**config.mk**
```make
export PLATFORM = sky130hd
export DESIGN_NAME = cmp_expander
export DESIGN_NICKNAME = d
export VERILOG_FILES = /design/src/rtl/cmp_pkg.sv /design/src/rtl/cmp_code_decode.sv /design/src/rtl/cmp_expander.sv
export SDC_FILE = /design/constraint.sdc
export NUM_CORES = 1
export LEC_CHECK = 0
export BUFFER_PORTS_ARGS = -buffer_cell sky130_fd_sc_hd__clkbuf_2
export CORE_ASPECT_RATIO = 1.75
export CORE_UTILIZATION = 60
export CTS_CLUSTER_SIZE = 16
export DETAILED_ROUTE_END_ITERATION = 10
export HOLD_SLACK_MARGIN = 0.06
export PLACE_DENSITY = 0.79
export SLEW_MARGIN = 15
export SYNTH_ARGS = -nofsm -noshare
export SYNTH_HDL_FRONTEND = slang
export SYNTH_SLANG_ARGS = --single-unit
```
**constraint.sdc**
```tcl
create_clock -name clk -period 0.9 [get_ports clk]
set_input_delay 0.045 -clock clk [delete_from_list [all_inputs] [get_ports clk]]
set_output_delay 0.045 -clock clk [all_outputs]
set_load 0.03 [all_outputs]
```
**src/rtl/cmp_pkg.sv**
```systemverilog
package cmp_pkg;
    localparam int CODE_W   = 8;
    localparam int SEG_W    = 3;
    localparam int STEP_W   = 4;
    localparam int SAMPLE_W = 14;
    localparam int MU_BIAS  = 33;
    localparam logic [CODE_W-1:0] A_TOGGLE = 8'h55;

    typedef enum logic {
        ST_IDLE = 1'b0,
        ST_EMIT = 1'b1
    } cmp_state_e;
endpackage

```
**src/rtl/cmp_code_decode.sv**
```systemverilog
module cmp_code_decode
    import cmp_pkg::*;
#(
    parameter int SW = SAMPLE_W
) (
    input  logic                 law_a,
    input  logic [CODE_W-1:0]    code,
    output logic signed [SW-1:0] value
);
    localparam int MAG_W  = SW - 1;
    localparam int BASE_W = STEP_W + 2;
    localparam logic [MAG_W-1:0] BIAS = MAG_W'(MU_BIAS);

    logic [CODE_W-1:0] mu_code, a_code, eff_code;
    logic [SEG_W-1:0]  seg;
    logic [STEP_W-1:0] stp;
    logic [MAG_W-1:0]  base_ext, shifted, mag_mu, mag_a13, mag_a, mag;

    assign mu_code  = ~code;
    assign a_code   = code ^ A_TOGGLE;
    assign eff_code = law_a ? a_code : mu_code;
    assign seg      = eff_code[STEP_W +: SEG_W];
    assign stp      = eff_code[STEP_W-1:0];

    // (2t+33) built from the step with a leading one and trailing one
    assign base_ext = MAG_W'({1'b1, stp, 1'b1});

    always_comb begin
        shifted = base_ext << seg;
        mag_mu  = shifted - BIAS;
        if (seg == '0)
            mag_a13 = MAG_W'({stp, 1'b1});
        else
            mag_a13 = base_ext << (seg - SEG_W'(1));
        mag_a = {mag_a13[MAG_W-2:0], 1'b0};
        mag   = law_a ? mag_a : mag_mu;
    end

    // bit 7 set means positive
    assign value = code[CODE_W-1] ? $signed({1'b0, mag}) : -$signed({1'b0, mag});

    // magnitude never exceeds the larger full scale
    always_comb begin
        assert_mag_bound_R5: assert (mag <= MAG_W'(8064))
            else $error("magnitude out of range");
    end
endmodule

```
**src/rtl/cmp_expander.sv**
```systemverilog
module cmp_expander
    import cmp_pkg::*;
#(
    parameter int SW = SAMPLE_W
) (
    input  logic                 clk,
    input  logic                 rst_n,
    input  logic                 law_sel,
    input  logic                 steal_lsb,
    input  logic                 in_valid,
    input  logic [CODE_W-1:0]    in_code,
    output logic                 out_valid,
    output logic signed [SW-1:0] out_sample
);
    localparam int NCAND = 2;

    cmp_state_e state_q, state_d;

    logic signed [SW-1:0] cand_val [NCAND];
    logic signed [SW:0]   pair_sum;
    logic signed [SW-1:0] mid_val, full_val, next_val;

    // two candidates: bit 0 forced low and forced high
    for (genvar g = 0; g < NCAND; g++) begin : g_cand
        cmp_code_decode #(.SW(SW)) u_dec (
            .law_a (law_sel),
            .code  ({in_code[CODE_W-1:1], 1'(g)}),
            .value (cand_val[g])
        );
    end

    assign pair_sum = SW'(0) + {cand_val[0][SW-1], cand_val[0]}
                             + {cand_val[1][SW-1], cand_val[1]};
    assign mid_val  = pair_sum[SW:1];
    assign full_val = in_code[0] ? cand_val[1] : cand_val[0];
    assign next_val = steal_lsb ? mid_val : full_val;

    // adjacent codes always differ by an even amount, so halving is exact
    always_comb begin
        assert_exact_half_R7: assert (pair_sum[0] == 1'b0)
            else $error("midpoint not exact");
    end

    // state register
    always_ff @(posedge clk or negedge rst_n) begin
        if (!rst_n) state_q <= ST_IDLE;
        else        state_q <= state_d;
    end

    always_comb begin
        state_d = state_q;
        unique case (state_q)
            ST_IDLE: if (in_valid)  state_d = ST_EMIT;
            ST_EMIT: if (!in_valid) state_d = ST_IDLE;
            default: state_d = ST_IDLE;
        endcase
    end

    // output process
    always_ff @(posedge clk or negedge rst_n) begin
        if (!rst_n)        out_sample <= '0;
        else if (in_valid) out_sample <= next_val;
    end

    assign out_valid = (state_q == ST_EMIT);

    assert_valid_follows_R2: assert property (@(posedge clk) disable iff (!rst_n)
        in_valid |=> out_valid);

    assert_idle_without_input_R2: assert property (@(posedge clk) disable iff (!rst_n)
        !in_valid |=> !out_valid);

    assert_hold_R3: assert property (@(posedge clk) disable iff (!rst_n)
        !in_valid |=> $stable(out_sample));

    assert_sign_R6: assert property (@(posedge clk) disable iff (!rst_n)
        out_valid |-> ((out_sample == '0) || (out_sample[SW-1] == !$past(in_code[CODE_W-1]))));
endmodule

```
==> impl_metrics.env, run 1 <==
export IMPL_lastStage="global routing"
export IMPL_grt_total_usage_pct=100
export IMPL_grt_max_degree=33
export IMPL_dp_cells=805
export IMPL_die_width_um=63.6
export IMPL_yosysWarnings=0
export IMPL_cts_sinks=15
export IMPL_num_rows=38
export IMPL_error="[ERROR GRT-0232] Routing congestion too high. Check the congestion heatmap in the GUI."
export IMPL_synth_edf_count=0
export IMPL_ctsHtreeMaxLevel=1
export IMPL_cts_root_buf="clkbuf_8"
export IMPL_place_congestion=1.09
export IMPL_start_util_pct=63.0
export IMPL_yosysSeqAreaShare_pct=9.43
export IMPL_outcome="stopped before the end"
export IMPL_overflow=835
export IMPL_syn_area_per_cell_um2=7.24
export IMPL_dp_hpwl_um=12600
export IMPL_ys_flop_type="dfrtp_1"
export IMPL_port_buffers=27
export IMPL_crit_endpoint="out_sample[10]$_DFFE_PN0P_/D"
export IMPL_die_h_um=110
export IMPL_cts_made_buffers=3
export IMPL_synthArstFlopShare_pct=100
export IMPL_worst_path_end_type="sequential cell input"
export IMPL_synth_cells=550
export IMPL_syn_cell_area_mm2=0.00398
export IMPL_io_pins=28
export IMPL_synth_distinct_cells=88
export IMPL_syn_nets=585
export IMPL_clock_path_buffers=2
export IMPL_synth_seq_cells=15
## cells in the mapped netlist, drive strengths merged (4+ instances only)
master,instances,area (um^2)
nor3,13,65.1
xor2,15,146
inv,21,78.8
a21oi,48,240
a21o,6,45.0
and2,4,26.3
o21ai,44,239
a211oi,7,62.6
buf,12,92.6
a31oi,17,119
nand2b,9,56.3
a31o,4,35.0
nor2,53,199
o211ai,8,60.1
dfrtp,15,375
nand2,50,188
mux2i,11,110
o31ai,8,65.1
mux2,5,56.3
clkbuf,28,205
nor2b,12,75.1
ha,21,263
and3,8,51.3
xnor2,26,250
o22ai,8,50.1
nand3,20,105
nor3b,4,30.0
o21a,9,67.6
## routing by layer
metal,global-route usage [%],GRT overflow
met5,1.56,0
met1,85.0,7
met3,57.8,10
met4,113,107
met2,153,711
## stage by stage
stage          instance area [um^2]  util, %  setup slack (ns)
2_1_floorplan                  4130        -             -3.37
3_3_place_gp                   5440     86.1             -3.29
3_5_place_dp                   5440     86.1             -3.49
4_1_cts                        5790     91.5             -2.93
## timing repair
item | 4_1_cts
pin swaps | 28
setup endpoints to repair | 14
hold buffers | 1
hold endpoints to repair | 15
setup buffers | 11
resized for setup | 46
## cells by family after synthesis
| group | count (synthesis) | synth area share [%] |
|---|---|---|
| xor gates and xnor gates | 42 | 10.5 |
| DFF | 15 | 9.43 |
| and+or+nand+nor | 193 | 23.9 |
| buffers and inverters | 63 | 9.65 |
| adders and majority gates | 24 | 7.67 |
| muxes | 16 | 4.18 |
| AOI/OAI and AO/OA | 197 | 34.7 |
==> run 2: changes to the inputs <==
--- a/config.mk
+++ b/config.mk
@@ -6,12 +6,9 @@
 export NUM_CORES = 1
 export LEC_CHECK = 0
 export BUFFER_PORTS_ARGS = -buffer_cell sky130_fd_sc_hd__clkbuf_2
-export CORE_ASPECT_RATIO = 1.75
-export CORE_UTILIZATION = 60
-export CTS_CLUSTER_SIZE = 16
+export CORE_UTILIZATION = 40
 export DETAILED_ROUTE_END_ITERATION = 10
-export HOLD_SLACK_MARGIN = 0.06
-export PLACE_DENSITY = 0.79
+export PLACE_DENSITY_LB_ADDON = 0.15
 export SLEW_MARGIN = 15
 export SYNTH_ARGS = -nofsm -noshare
 export SYNTH_HDL_FRONTEND = slang
==> run 2 against run 1 <==
Effect of this change:
- the flow now finishes, with violations (negative setup slack)
- area after synthesis did not move
- synthesized cell count did not move
==> impl_metrics.env, run 2 <==
export IMPL_antenna_cells=0
export IMPL_synth_commonest_cells="53 x nor2_1, 50 x nand2_1, 48 x a21oi_1"
export IMPL_worst_slew_pin_slew_ns=0.817
export IMPL_clock_skew_ns=0
export IMPL_clock_path_buffers=2
export IMPL_largest_register="out_sample"
export IMPL_synth_top_area_share_pct=9.43
export IMPL_p_switching_mw=4.23
export IMPL_grt_total_usage_pct=28.2
export IMPL_p_leak_nw=2.91
export IMPL_vias_per_cell=5.60
export IMPL_synth_top_area_cell="dfrtp_1"
export IMPL_cts_tree="yes"
export IMPL_yosysSeqAreaShare_pct=9.43
export IMPL_met3_usage_pct=3.45
export IMPL_die_h_um=102
export IMPL_final_period_utilization_pct=412
export IMPL_setup_violations=14
export IMPL_grt_pass1_vias=4972
export IMPL_outcome="finished, violations left"
export IMPL_final_common_cell="buf_4"
export IMPL_crit_type="in2reg"
export IMPL_violations="negative setup slack"
export IMPL_hold_path_class="in2reg"
export IMPL_insertion_delay_ns=0.25
export IMPL_maxCapViolations=0
export IMPL_grtUsageMet1_pct=37.1
export IMPL_overflow=0
export IMPL_vias=5044
export IMPL_dieArea_mm2=0.0104
export IMPL_grt_antenna_before_repair=0
export IMPL_layout_setup_ws_ns=-2.81
export IMPL_ctsHtreeMaxLevel=1
export IMPL_place_congestion=0.918
export IMPL_dp_hpwl_um=10900
export IMPL_routed_wl_um=14300
export IMPL_drv_slew=0
export IMPL_ys_flop_type="dfrtp_1"
export IMPL_io_pins=28
export IMPL_p_int_mw=5.22
export IMPL_syn_nets=585
export IMPL_max_freq_mhz=270
export IMPL_num_rows=36
export IMPL_synth_cells=550
export IMPL_grt_met2_usage_pct=48.8
export IMPL_ys_top_cells_by_area="dfrtp_1 9.4%, ha_1 6.6%, a21oi_1 6.0%, xnor2_1 5.1%, o21ai_0 5.0%"
export IMPL_mostFrequentLayoutCells="207 x buf_4, 49 x nor2_1, 47 x nand2_1"
export IMPL_grt_max_degree=41
export IMPL_synthArstFlopShare_pct=100
export IMPL_cts_sinks=15
export IMPL_combPwrFrac_pct=83.8
export IMPL_cts_root_buf="clkbuf_8"
export IMPL_swShare_pct=44.8
export IMPL_syn2layout_area_growth_pct=60.0
export IMPL_synth_distinct_cells=88
export IMPL_relSlewSlack_pct=44.8
export IMPL_required_ns=1.04
export IMPL_avgRoutedWirePerCell_um=15.8
export IMPL_clk_pin_slew_worst_paths_ns=0.06
export IMPL_drc=0
export IMPL_synth_edf_count=0
export IMPL_hold_depth=4
export IMPL_grt_busiest_layer="met2"
export IMPL_core_mm2=0.00973
export IMPL_worst_setup_path_end_kind="flop"
export IMPL_finish_net_count=804
export IMPL_cp_start_kind="primary input"
export IMPL_drive_above_1_share_pct=47.9
export IMPL_port_buffers=27
export IMPL_grt_pass1_wl_um=23200
export IMPL_syn_area_per_cell_um2=7.24
export IMPL_timing_final_crit_period_ns=3.71
export IMPL_syn_cell_area_mm2=0.00398
export IMPL_ant_nets=0
export IMPL_synth_seq_cells=15
export IMPL_largest_reg_flops=14
export IMPL_tns_ns=-33.27
export IMPL_crit_arrival_ns=3.84
export IMPL_cts_made_buffers=3
export IMPL_dr_pass1_iters=6
export IMPL_yosysWarnings=0
export IMPL_start_util_pct=40.9
export IMPL_hold_viol=0
export IMPL_pwr_share_seq_pct=10.3
export IMPL_p_per_area_mw_per_mm2=1480
export IMPL_drtIter0Drc=471
export IMPL_reg2reg_depth=3
export IMPL_rsz0062_at_grt="true"
export IMPL_p_total_mw=9.44
export IMPL_clkPwrFrac_pct=5.9
export IMPL_die_width_um=102
export IMPL_yosysMostFrequentCell="nor2_1"
export IMPL_critPathMaxFanout=4
export IMPL_ir_worst_vdd_v=0.00104
-- run 2: worst max-delay path, cell delays in order --
cell,delay (ns)
buf_8,0.11
xor2_4,0.26
ha_4,0.18
and2_4,0.16
inv_4,0.04
ha_4,0.21
a22oi_2,0.21
inv_2,0.07
ha_4,0.22
mux2i_4,0.14
inv_1,0.06
ha_1,0.27
a21o_1,0.16
a21o_1,0.16
a21o_1,0.16
a21o_1,0.17
a21oi_2,0.18
o21bai_4,0.07
a31o_4,0.25
maj3_2,0.30
nand3_2,0.07
a211oi_2,0.06
o32a_1,0.28
-- run 2: what timing repair did --
item | CTS | global route
endpoints found under the setup margin | 14 | 14
setup buffers | 29 | 5
endpoints found under the hold margin | 15 | 0
pin swaps | 39 | 41
gates resized for setup | 70 | 37
hold buffers | 1 | 0
-- run 2: metrics by stage --
stage	hold slack (ns)	setup WS, ns	util [%]	std cells	instance area (um^2)
6_report	0.216	-2.81	65.5	901	6370
3_3_place_gp	-0.0341	-3.22	57.6	866	5610
2_1_floorplan	-0.251	-3.37	-	550	4130
4_1_cts	0.216	-2.78	63.2	897	6150
3_5_place_dp	-0.0221	-3.27	57.6	866	5610
5_1_grt	0.248	-3.02	65.5	901	6370
-- run 2: path summary, 6_finish.rpt --
| path | from | end | slack (ns) |
|---|---|---|---|
| hold reg to reg | out_sample[4] | out_sample[4] | 0.48 |
| max in group asynchronous | rst_n | out_sample[6] | 0.37 |
| setup reg to reg | out_sample[11] | out_sample[11] | 0.03 |
| hold / removal | steal_lsb | out_sample[12] | 0.22 |
| min in group asynchronous | rst_n | out_sample[13] | 0.25 |
| setup / recovery | law_sel | out_sample[12] | -2.81 |
-- run 2: logic make-up after synthesis --
group / Yosys count / synth area share (%)
xor+xnor: 42 / 10.5
fa+ha+maj: 24 / 7.67
compound gates: 197 / 34.7
buf+inv: 63 / 9.65
mux: 16 / 4.18
simple gates: 193 / 23.9
flops: 15 / 9.43
-- run 2: routing by layer --
metal | share of wire, % | vias to the layer above | wire [um]
met5 | 0 | - | 0
met4 | 1.9 | 0 | 274
met3 | 5.7 | 33 | 816
met2 | 48 | 172 | 6920
met1 | 44 | 2382 | 6270
li1 | - | 2457 | -
-- run 2: power groups by stage --
| stage | Clock (mW) | Combinational (mW) | Sequential [mW] |
|---|---|---|---|
| 2_1_floorplan | 0 | 3.50 | 1.41 |
| 3_3_place_gp | 0 | 6.27 | 0.982 |
| 3_5_place_dp | 0 | 6.36 | 0.989 |
| 4_1_cts | 0.557 | 7.26 | 0.980 |
| 5_1_grt | 0.589 | 8.55 | 1.01 |
| 6_report | 0.554 | 7.91 | 0.977 |
-- run 2: layout make-up --
class | instances | area [um^2]
timing repair buffer | 254 | 1990
multi-input combinational | 472 | 3710
fill | 852 | 3360
tap | 133 | 166
clock buffer | 4 | 45.0
inverter | 23 | 90.1
sequential | 15 | 375
(Power assumes the default switching activity.)
